<file path="src/rtl/assoc_pkg.sv">
package assoc_pkg;
   typedef enum logic {
      SRCH_PAR = 1'b0,
      SRCH_SER = 1'b1
   } srch_mode_e;
endpackage

</file>
<file path="src/rtl/assoc_array.sv">
module assoc_array #(
   parameter int WORDS = 16,
   parameter int BITS  = 8,
   localparam int AW   = (WORDS > 1) ? $clog2(WORDS) : 1,
   localparam int SW   = (BITS > 1) ? $clog2(BITS) : 1
) (
   input  logic             clk,
   input  logic             rst_n,
   input  logic             wr_en,
   input  logic [AW-1:0]    wr_addr,
   input  logic [BITS-1:0]  wr_data,
   input  logic [AW-1:0]    rd_addr,
   output logic [BITS-1:0]  rd_data,
   input  logic [BITS-1:0]  pat,
   input  logic [BITS-1:0]  mask,
   input  logic [SW-1:0]    col_sel,
   output logic [WORDS-1:0] par_hit,
   output logic [WORDS-1:0] col_bits
);
   logic [BITS-1:0] mem [WORDS];

   always_ff @(posedge clk) begin
      if (!rst_n) begin
         for (int w = 0; w < WORDS; w++) mem[w] <= '0;
      end else if (wr_en) begin
         mem[wr_addr] <= wr_data;
      end
   end

   assign rd_data = mem[rd_addr];

   for (genvar w = 0; w < WORDS; w++) begin : g_word
      logic [BITS-1:0] diff;
      assign diff        = (mem[w] ^ pat) & mask;
      assign par_hit[w]  = ~|diff;
      assign col_bits[w] = mem[w][col_sel];
   end

   // a write lands in the addressed entry
   p_write_lands_r2: assert property (@(posedge clk) disable iff (!rst_n)
      wr_en |=> mem[$past(wr_addr)] == $past(wr_data));
endmodule

</file>
<file path="src/rtl/assoc_seq.sv">
module assoc_seq
   import assoc_pkg::*;
#(
   parameter int WORDS = 16,
   parameter int BITS  = 8,
   localparam int SW   = (BITS > 1) ? $clog2(BITS) : 1
) (
   input  logic             clk,
   input  logic             rst_n,
   input  logic             start,
   input  srch_mode_e       mode,
   input  logic             pat_load,
   input  logic [BITS-1:0]  pat_data,
   input  logic             mask_load,
   input  logic [BITS-1:0]  mask_data,
   input  logic [WORDS-1:0] par_hit,
   input  logic [WORDS-1:0] col_bits,
   output logic [BITS-1:0]  pat,
   output logic [BITS-1:0]  mask,
   output logic [SW-1:0]    col_sel,
   output logic [WORDS-1:0] ind,
   output logic [WORDS-1:0] tmp,
   output logic             busy,
   output logic             done
);
   localparam logic [SW-1:0] LAST_COL = SW'(BITS - 1);

   logic [SW-1:0]    col;
   logic [WORDS-1:0] keep;

   // entries whose bit in the current column agrees with the pattern
   assign keep    = ~(col_bits ^ {WORDS{pat[col]}});
   assign col_sel = col;

   always_ff @(posedge clk) begin
      if (!rst_n) begin
         pat  <= '0;
         mask <= '0;
         ind  <= '0;
         tmp  <= '0;
         busy <= 1'b0;
         done <= 1'b0;
         col  <= '0;
      end else begin
         done <= 1'b0;
         if (!busy) begin
            if (pat_load)  pat  <= pat_data;
            if (mask_load) mask <= mask_data;
         end
         if (start && !busy) begin
            tmp <= ind;
            if (mode == SRCH_SER) begin
               ind  <= '1;
               busy <= 1'b1;
               col  <= '0;
            end else begin
               ind  <= par_hit;
               done <= 1'b1;
            end
         end else if (busy) begin
            if (mask[col]) ind <= ind & keep;
            if (col == LAST_COL) begin
               busy <= 1'b0;
               done <= 1'b1;
            end else begin
               col <= col + SW'(1);
            end
         end
      end
   end

   // the sweep only ever clears hit bits
   p_ind_only_clears_r6: assert property (@(posedge clk) disable iff (!rst_n)
      busy |=> ((ind & ~$past(ind)) == '0));
   // launch copies the old hit vector into history
   p_tmp_capture_r7: assert property (@(posedge clk) disable iff (!rst_n)
      (start && !busy) |=> tmp == $past(ind));
   // pattern and mask frozen across a sweep
   p_hold_regs_r8: assert property (@(posedge clk) disable iff (!rst_n)
      busy |=> ($stable(pat) && $stable(mask)));
   // end pulse only when idle
   p_done_idle_r5: assert property (@(posedge clk) disable iff (!rst_n)
      done |-> !busy);
   // a sweep ending always raises done
   p_fall_done_r5: assert property (@(posedge clk) disable iff (!rst_n)
      $fell(busy) |-> done);
endmodule

</file>
<file path="src/rtl/assoc_prio.sv">
module assoc_prio #(
   parameter int WORDS = 16,
   localparam int AW   = (WORDS > 1) ? $clog2(WORDS) : 1
) (
   input  logic [WORDS-1:0] vec,
   output logic             any,
   output logic [AW-1:0]    idx
);
   always_comb begin
      idx = '0;
      for (int w = WORDS - 1; w >= 0; w--) begin
         if (vec[w]) idx = AW'(w);
      end
   end
   assign any = |vec;
endmodule

</file>
<file path="src/rtl/assoc_search.sv">
module assoc_search
   import assoc_pkg::*;
#(
   parameter int WORDS = 16,
   parameter int BITS  = 8,
   localparam int AW   = (WORDS > 1) ? $clog2(WORDS) : 1,
   localparam int SW   = (BITS > 1) ? $clog2(BITS) : 1
) (
   input  logic             clk,
   input  logic             rst_n,
   input  logic             wr_en,
   input  logic [AW-1:0]    wr_addr,
   input  logic [BITS-1:0]  wr_data,
   input  logic [AW-1:0]    rd_addr,
   output logic [BITS-1:0]  rd_data,
   input  logic             pat_load,
   input  logic [BITS-1:0]  pat_data,
   input  logic             mask_load,
   input  logic [BITS-1:0]  mask_data,
   input  logic             start,
   input  logic             serial_mode,
   output logic             busy,
   output logic             done,
   output logic [WORDS-1:0] hit_vec,
   output logic [WORDS-1:0] hist_vec,
   output logic             any_hit,
   output logic [AW-1:0]    first_hit
);
   if (WORDS < 2) begin : g_bad_words
      $error("assoc_search: WORDS must be at least 2");
   end
   if (BITS < 2) begin : g_bad_bits
      $error("assoc_search: BITS must be at least 2");
   end

   logic [BITS-1:0]  pat, mask;
   logic [SW-1:0]    col_sel;
   logic [WORDS-1:0] par_hit, col_bits;
   srch_mode_e       mode;

   assign mode = serial_mode ? SRCH_SER : SRCH_PAR;

   assoc_array #(.WORDS(WORDS), .BITS(BITS)) u_array (
      .clk(clk), .rst_n(rst_n),
      .wr_en(wr_en), .wr_addr(wr_addr), .wr_data(wr_data),
      .rd_addr(rd_addr), .rd_data(rd_data),
      .pat(pat), .mask(mask), .col_sel(col_sel),
      .par_hit(par_hit), .col_bits(col_bits)
   );

   assoc_seq #(.WORDS(WORDS), .BITS(BITS)) u_seq (
      .clk(clk), .rst_n(rst_n),
      .start(start), .mode(mode),
      .pat_load(pat_load), .pat_data(pat_data),
      .mask_load(mask_load), .mask_data(mask_data),
      .par_hit(par_hit), .col_bits(col_bits),
      .pat(pat), .mask(mask), .col_sel(col_sel),
      .ind(hit_vec), .tmp(hist_vec),
      .busy(busy), .done(done)
   );

   assoc_prio #(.WORDS(WORDS)) u_prio (
      .vec(hit_vec), .any(any_hit), .idx(first_hit)
   );

   logic [WORDS-1:0] below;
   assign below = (WORDS'(1) << first_hit) - WORDS'(1);

   // encoder points at the lowest set hit bit
   p_first_lowest_r9: assert property (@(posedge clk) disable iff (!rst_n)
      any_hit |-> (hit_vec[first_hit] && ((hit_vec & below) == '0)));
   // no hit means zero index and empty vector
   p_none_zero_r9: assert property (@(posedge clk) disable iff (!rst_n)
      !any_hit |-> (first_hit == '0 && hit_vec == '0));
   // an all-zero mask at a single-cycle launch gives all hits
   p_nomask_all_r4: assert property (@(posedge clk) disable iff (!rst_n)
      (start && !busy && !serial_mode && mask == '0) |=> hit_vec == '1);
endmodule

</file>
<file path="config.mk">
export PLATFORM = sky130hd
export DESIGN_NAME = assoc_search
export DESIGN_NICKNAME = d
export VERILOG_FILES = /design/src/rtl/assoc_pkg.sv /design/src/rtl/assoc_array.sv /design/src/rtl/assoc_seq.sv /design/src/rtl/assoc_prio.sv /design/src/rtl/assoc_search.sv
export SDC_FILE = /design/constraint.sdc
export NUM_CORES = 1
export LEC_CHECK = 0
export ABC_CLOCK_PERIOD_IN_PS = 3800
export CORE_AREA = 2 2 171 173
export CTS_CLUSTER_SIZE = 40
export DETAILED_ROUTE_END_ITERATION = 16
export DIE_AREA = 0 0 173 175
export SLEW_MARGIN = 20
export SYNTH_ARGS = -nofsm -noshare
export SYNTH_HDL_FRONTEND = slang
export SYNTH_SLANG_ARGS = --single-unit
</file>
<file path="constraint.sdc">
create_clock -name clk -period 3.8 [get_ports clk]
set_clock_uncertainty 0.15 [all_clocks]
set_input_delay 1.14 -clock clk [delete_from_list [all_inputs] [get_ports clk]]
set_output_delay 1.14 -clock clk [all_outputs]
set_load 0.03 [all_outputs]
</file>
==> results.yml <==
setup_path:
  critPathKind: "in2out"
  path_cells: "buf_12, buf_12, mux4_2, mux4_2, buf_6"
  crit_fanout: 6
  startpoint_type: "primary input"
  crit_path_end_kind: "primary output"
  critPathSlowestCell: "mux4_2"
  crit_buf_inv: 3
  worstPathRequired_ps: 2510
  cp_slowest_stage_delay_ps: 560
  critPathTopFamily: "multiplexers"
  worstPathArrival_ps: 2660
die:
  die_h_um: 175
  rows: 62
  die_area_sq_mm: 0.03028
  start_util: 0.3937
  die_w_um: 173
  core_area_sq_mm: 0.02839
  ioPinCount: 86
global_routing:
  grtUsageTotal: 0.2650
  grt_pass1_wl_um: 57770
  grt_use_met2: 0.4290
  use_met1: 0.3421
  grt_start_max_net_pins: 58
  grt_pass1_vias: 8308
  grt_util_met3: 0.06005
  gr-max-usage-layer: "met2"
  grt_antenna_before_repair: 1
  overflow: 0
layout:
  diodes: 0
  final_cell_area_sq_mm: 0.01338
  layout.nets: 1046
  final_util: 0.4714
  drive_above_1_share: 0.2014
  stdcell_count: 1402
  syn2layout_area_growth_pct: 19.74
sta:
  period_share: 1.040
  fmax_mhz: 253.0
  setup_viol: 8
  fin_crit_ps: 3953
  hold_viol_final: 0
  grt_setup_unrepaired: "true"
  fin_ws_ps: -153.1
  slew_viol_final: 0
  slew_headroom: 0.2950
  worst_pin_slew_ps: 1054
  finalSetupTns_ps: -854.9
yosys:
  synth_cell_types: 39
  yosysTopAreaCell: "edfxtp_1"
  ys.warnings.count: 0
  synth-edff-count: 128
  yosys_register_bits: 181
  ys_seq_area_frac: 0.4388
  synthTopCellsByArea: "edfxtp_1, mux4_2, xor2_1"
  avgSynthCellArea_sq_um: 12.23
  yosysMostFrequentCell: "xor2_1"
  synth_top_cell_area_share: 0.3439
  syn_nets: 955
  synthArstFlopShare: 0
  syn_inst: 914
  synth_area_sq_mm: 0.01118
  synth_commonest_cells: "xor2_1, and2_1, edfxtp_1, mux4_2, a22oi_1"
  synth_ff_type: "edfxtp_1"
pwr:
  p_per_area_mw_per_mm2: 395.8
  swShare: 0.3110
  switchingPower_mw: 1.647
  pwr-share-clk: 0.325
  p_comb_frac: 0.219
  power.internal_mw: 3.650
  max-vdd-ir-drop_v: 0.0002856
  p_leak_nw: 4.914
  pwr-share-seq: 0.457
cts:
  cts_hold_buffers: 0
  worstSkewPairLatency_ps: 440
  post-cts-setup-buffer-count: 0
  clockBufferDepth: 2
  cts_sinks: 181
  cts-root-buf: "clkbuf_16"
  cts_tree: "done"
  cts_buffers: 17
  clk_pin_slew_worst_paths_ps: 70
  cts_max_level: 4
placement:
  place_area_sq_mm: 0.01267
  io_buffers: 85
  dpl.cell_count: 1366
  hpwl_um: 27190
  gp_congestion: 0.9797
detailed_routing:
  viasPerCell: 5.995
  num_vias: 8405
  wl_per_cell_um: 28.25
  drt-initial-drc-count: 1054
  drc: 0
  ant_nets: 0
  dr.pass1.iters: 5
  drt_wl_total_um: 39610
worst_hold_path:
  holdCritPathClass: "reg2reg"
outcome:
  run_status: "complete, but fails checks"
  violations: "setup timing"
run:
  maxCapViolations: 0
==> cell type report <==
| type | instances | area [sq um] |
|---|---|---|
| sequential | 181 | 4906 |
| fill | 2601 | 15010 |
| clock buffer | 20 | 469.2 |
| multi-input combinational | 650 | 5911 |
| inverter | 4 | 15.01 |
| clock inverter | 12 | 88.84 |
| timing repair buffer | 151 | 1513 |
| tap | 384 | 480.5 |
==> worst min-delay path: stages, from the launching register on <==
cell and delay (ps):
dfxtp_1 310, nand2_1 40, a21boi_0 60
==> kinds of logic (layout without fill, tap and decap cells) <==
| kind of cell | Yosys count | in the layout | synth area share |
|---|---|---|---|
| compound gates | 141 | 141 | 0.09448 |
| xor+xnor | 144 | 144 | 0.1196 |
| fa+ha+maj | 2 | 2 | 0.002239 |
| buf+inv | 83 | 187 | 0.03269 |
| flops | 181 | 181 | 0.4388 |
| mux | 110 | 110 | 0.1854 |
| simple gates | 253 | 253 | 0.1268 |
==> worst paths after layout <==
path / startpoint / to / slack (ps) / cells after the start
worst min register to register: u_seq.tmp[15] / u_seq.tmp[15] / 310 / 2
worst max-delay path: rd_addr[0] / rd_data[3] / -150 / 5
worst max register to register: u_seq.col_sel[0] / u_seq.ind[10] / 1140 / 5
worst min-delay path: u_seq.tmp[15] / u_seq.tmp[15] / 310 / 2
==> state kept, by name (all words and copies together), names as in the netlist <==
name and count:
u_seq.pat 8, u_seq.busy 1, u_array.mem 128, u_seq.tmp 16, u_seq.col_sel 3, u_seq.mask 8, u_seq.done 1, u_seq.ind 16
==> layout by cell type (no fill, tap or decap), drive strengths merged, types with 17 or more instances in the layout <==
| cell | Yosys | routed |
|---|---|---|
| o21ai | 31 | 31 |
| and2 | 129 | 129 |
| edfxtp | 128 | 128 |
| nand4 | 17 | 17 |
| clkbuf | 45 | 20 |
| dfxtp | 53 | 53 |
| nand2 | 41 | 41 |
| mux4 | 76 | 76 |
| nor2b | 22 | 22 |
| mux2i | 34 | 34 |
| clkdlybuf4s50 | 0 | 72 |
| nor2 | 21 | 21 |
| xor2 | 144 | 144 |
| a22oi | 64 | 64 |
| buf | 34 | 77 |
| a21boi | 20 | 20 |
==> timing repair <==
| item | CTS | global route |
|---|---|---|
| cloned | 4 | 0 |
| resized for setup | 23 | 1 |
| endpoints found under the setup margin | 9 | 9 |
==> per-stage QoR <==
step	setup WS (ps)	power [mW]	hold slack [ps]
detailed placement	-427.4	3.569	307.3
CTS	-111.9	5.301	318.1
global route	-161.4	5.463	337.0
floorplan	10.01	3.092	438.0
global placement	-430.4	3.561	300.2
finish	-153.1	5.297	312.2
==> routing by layer <==
metal	wire length [um]	share of wire
met1	15810	0.40
met2	18370	0.46
met4	1761	0.044
met5	13	0.00033
met3	3649	0.092
==> power groups by stage <==
| stage | clock network (mW) | logic, mW | registers [mW] |
|---|---|---|---|
| 6_report | 1.72 | 1.16 | 2.42 |
| 5_1_grt | 1.82 | 1.22 | 2.42 |
| 4_1_cts | 1.74 | 1.15 | 2.41 |
| 3_5_place_dp | 0 | 1.11 | 2.45 |
| 3_3_place_gp | 0 | 1.10 | 2.46 |
| 2_1_floorplan | 0 | 0.679 | 2.41 |
No activity file was read; power rests on OpenSTA's default activity.
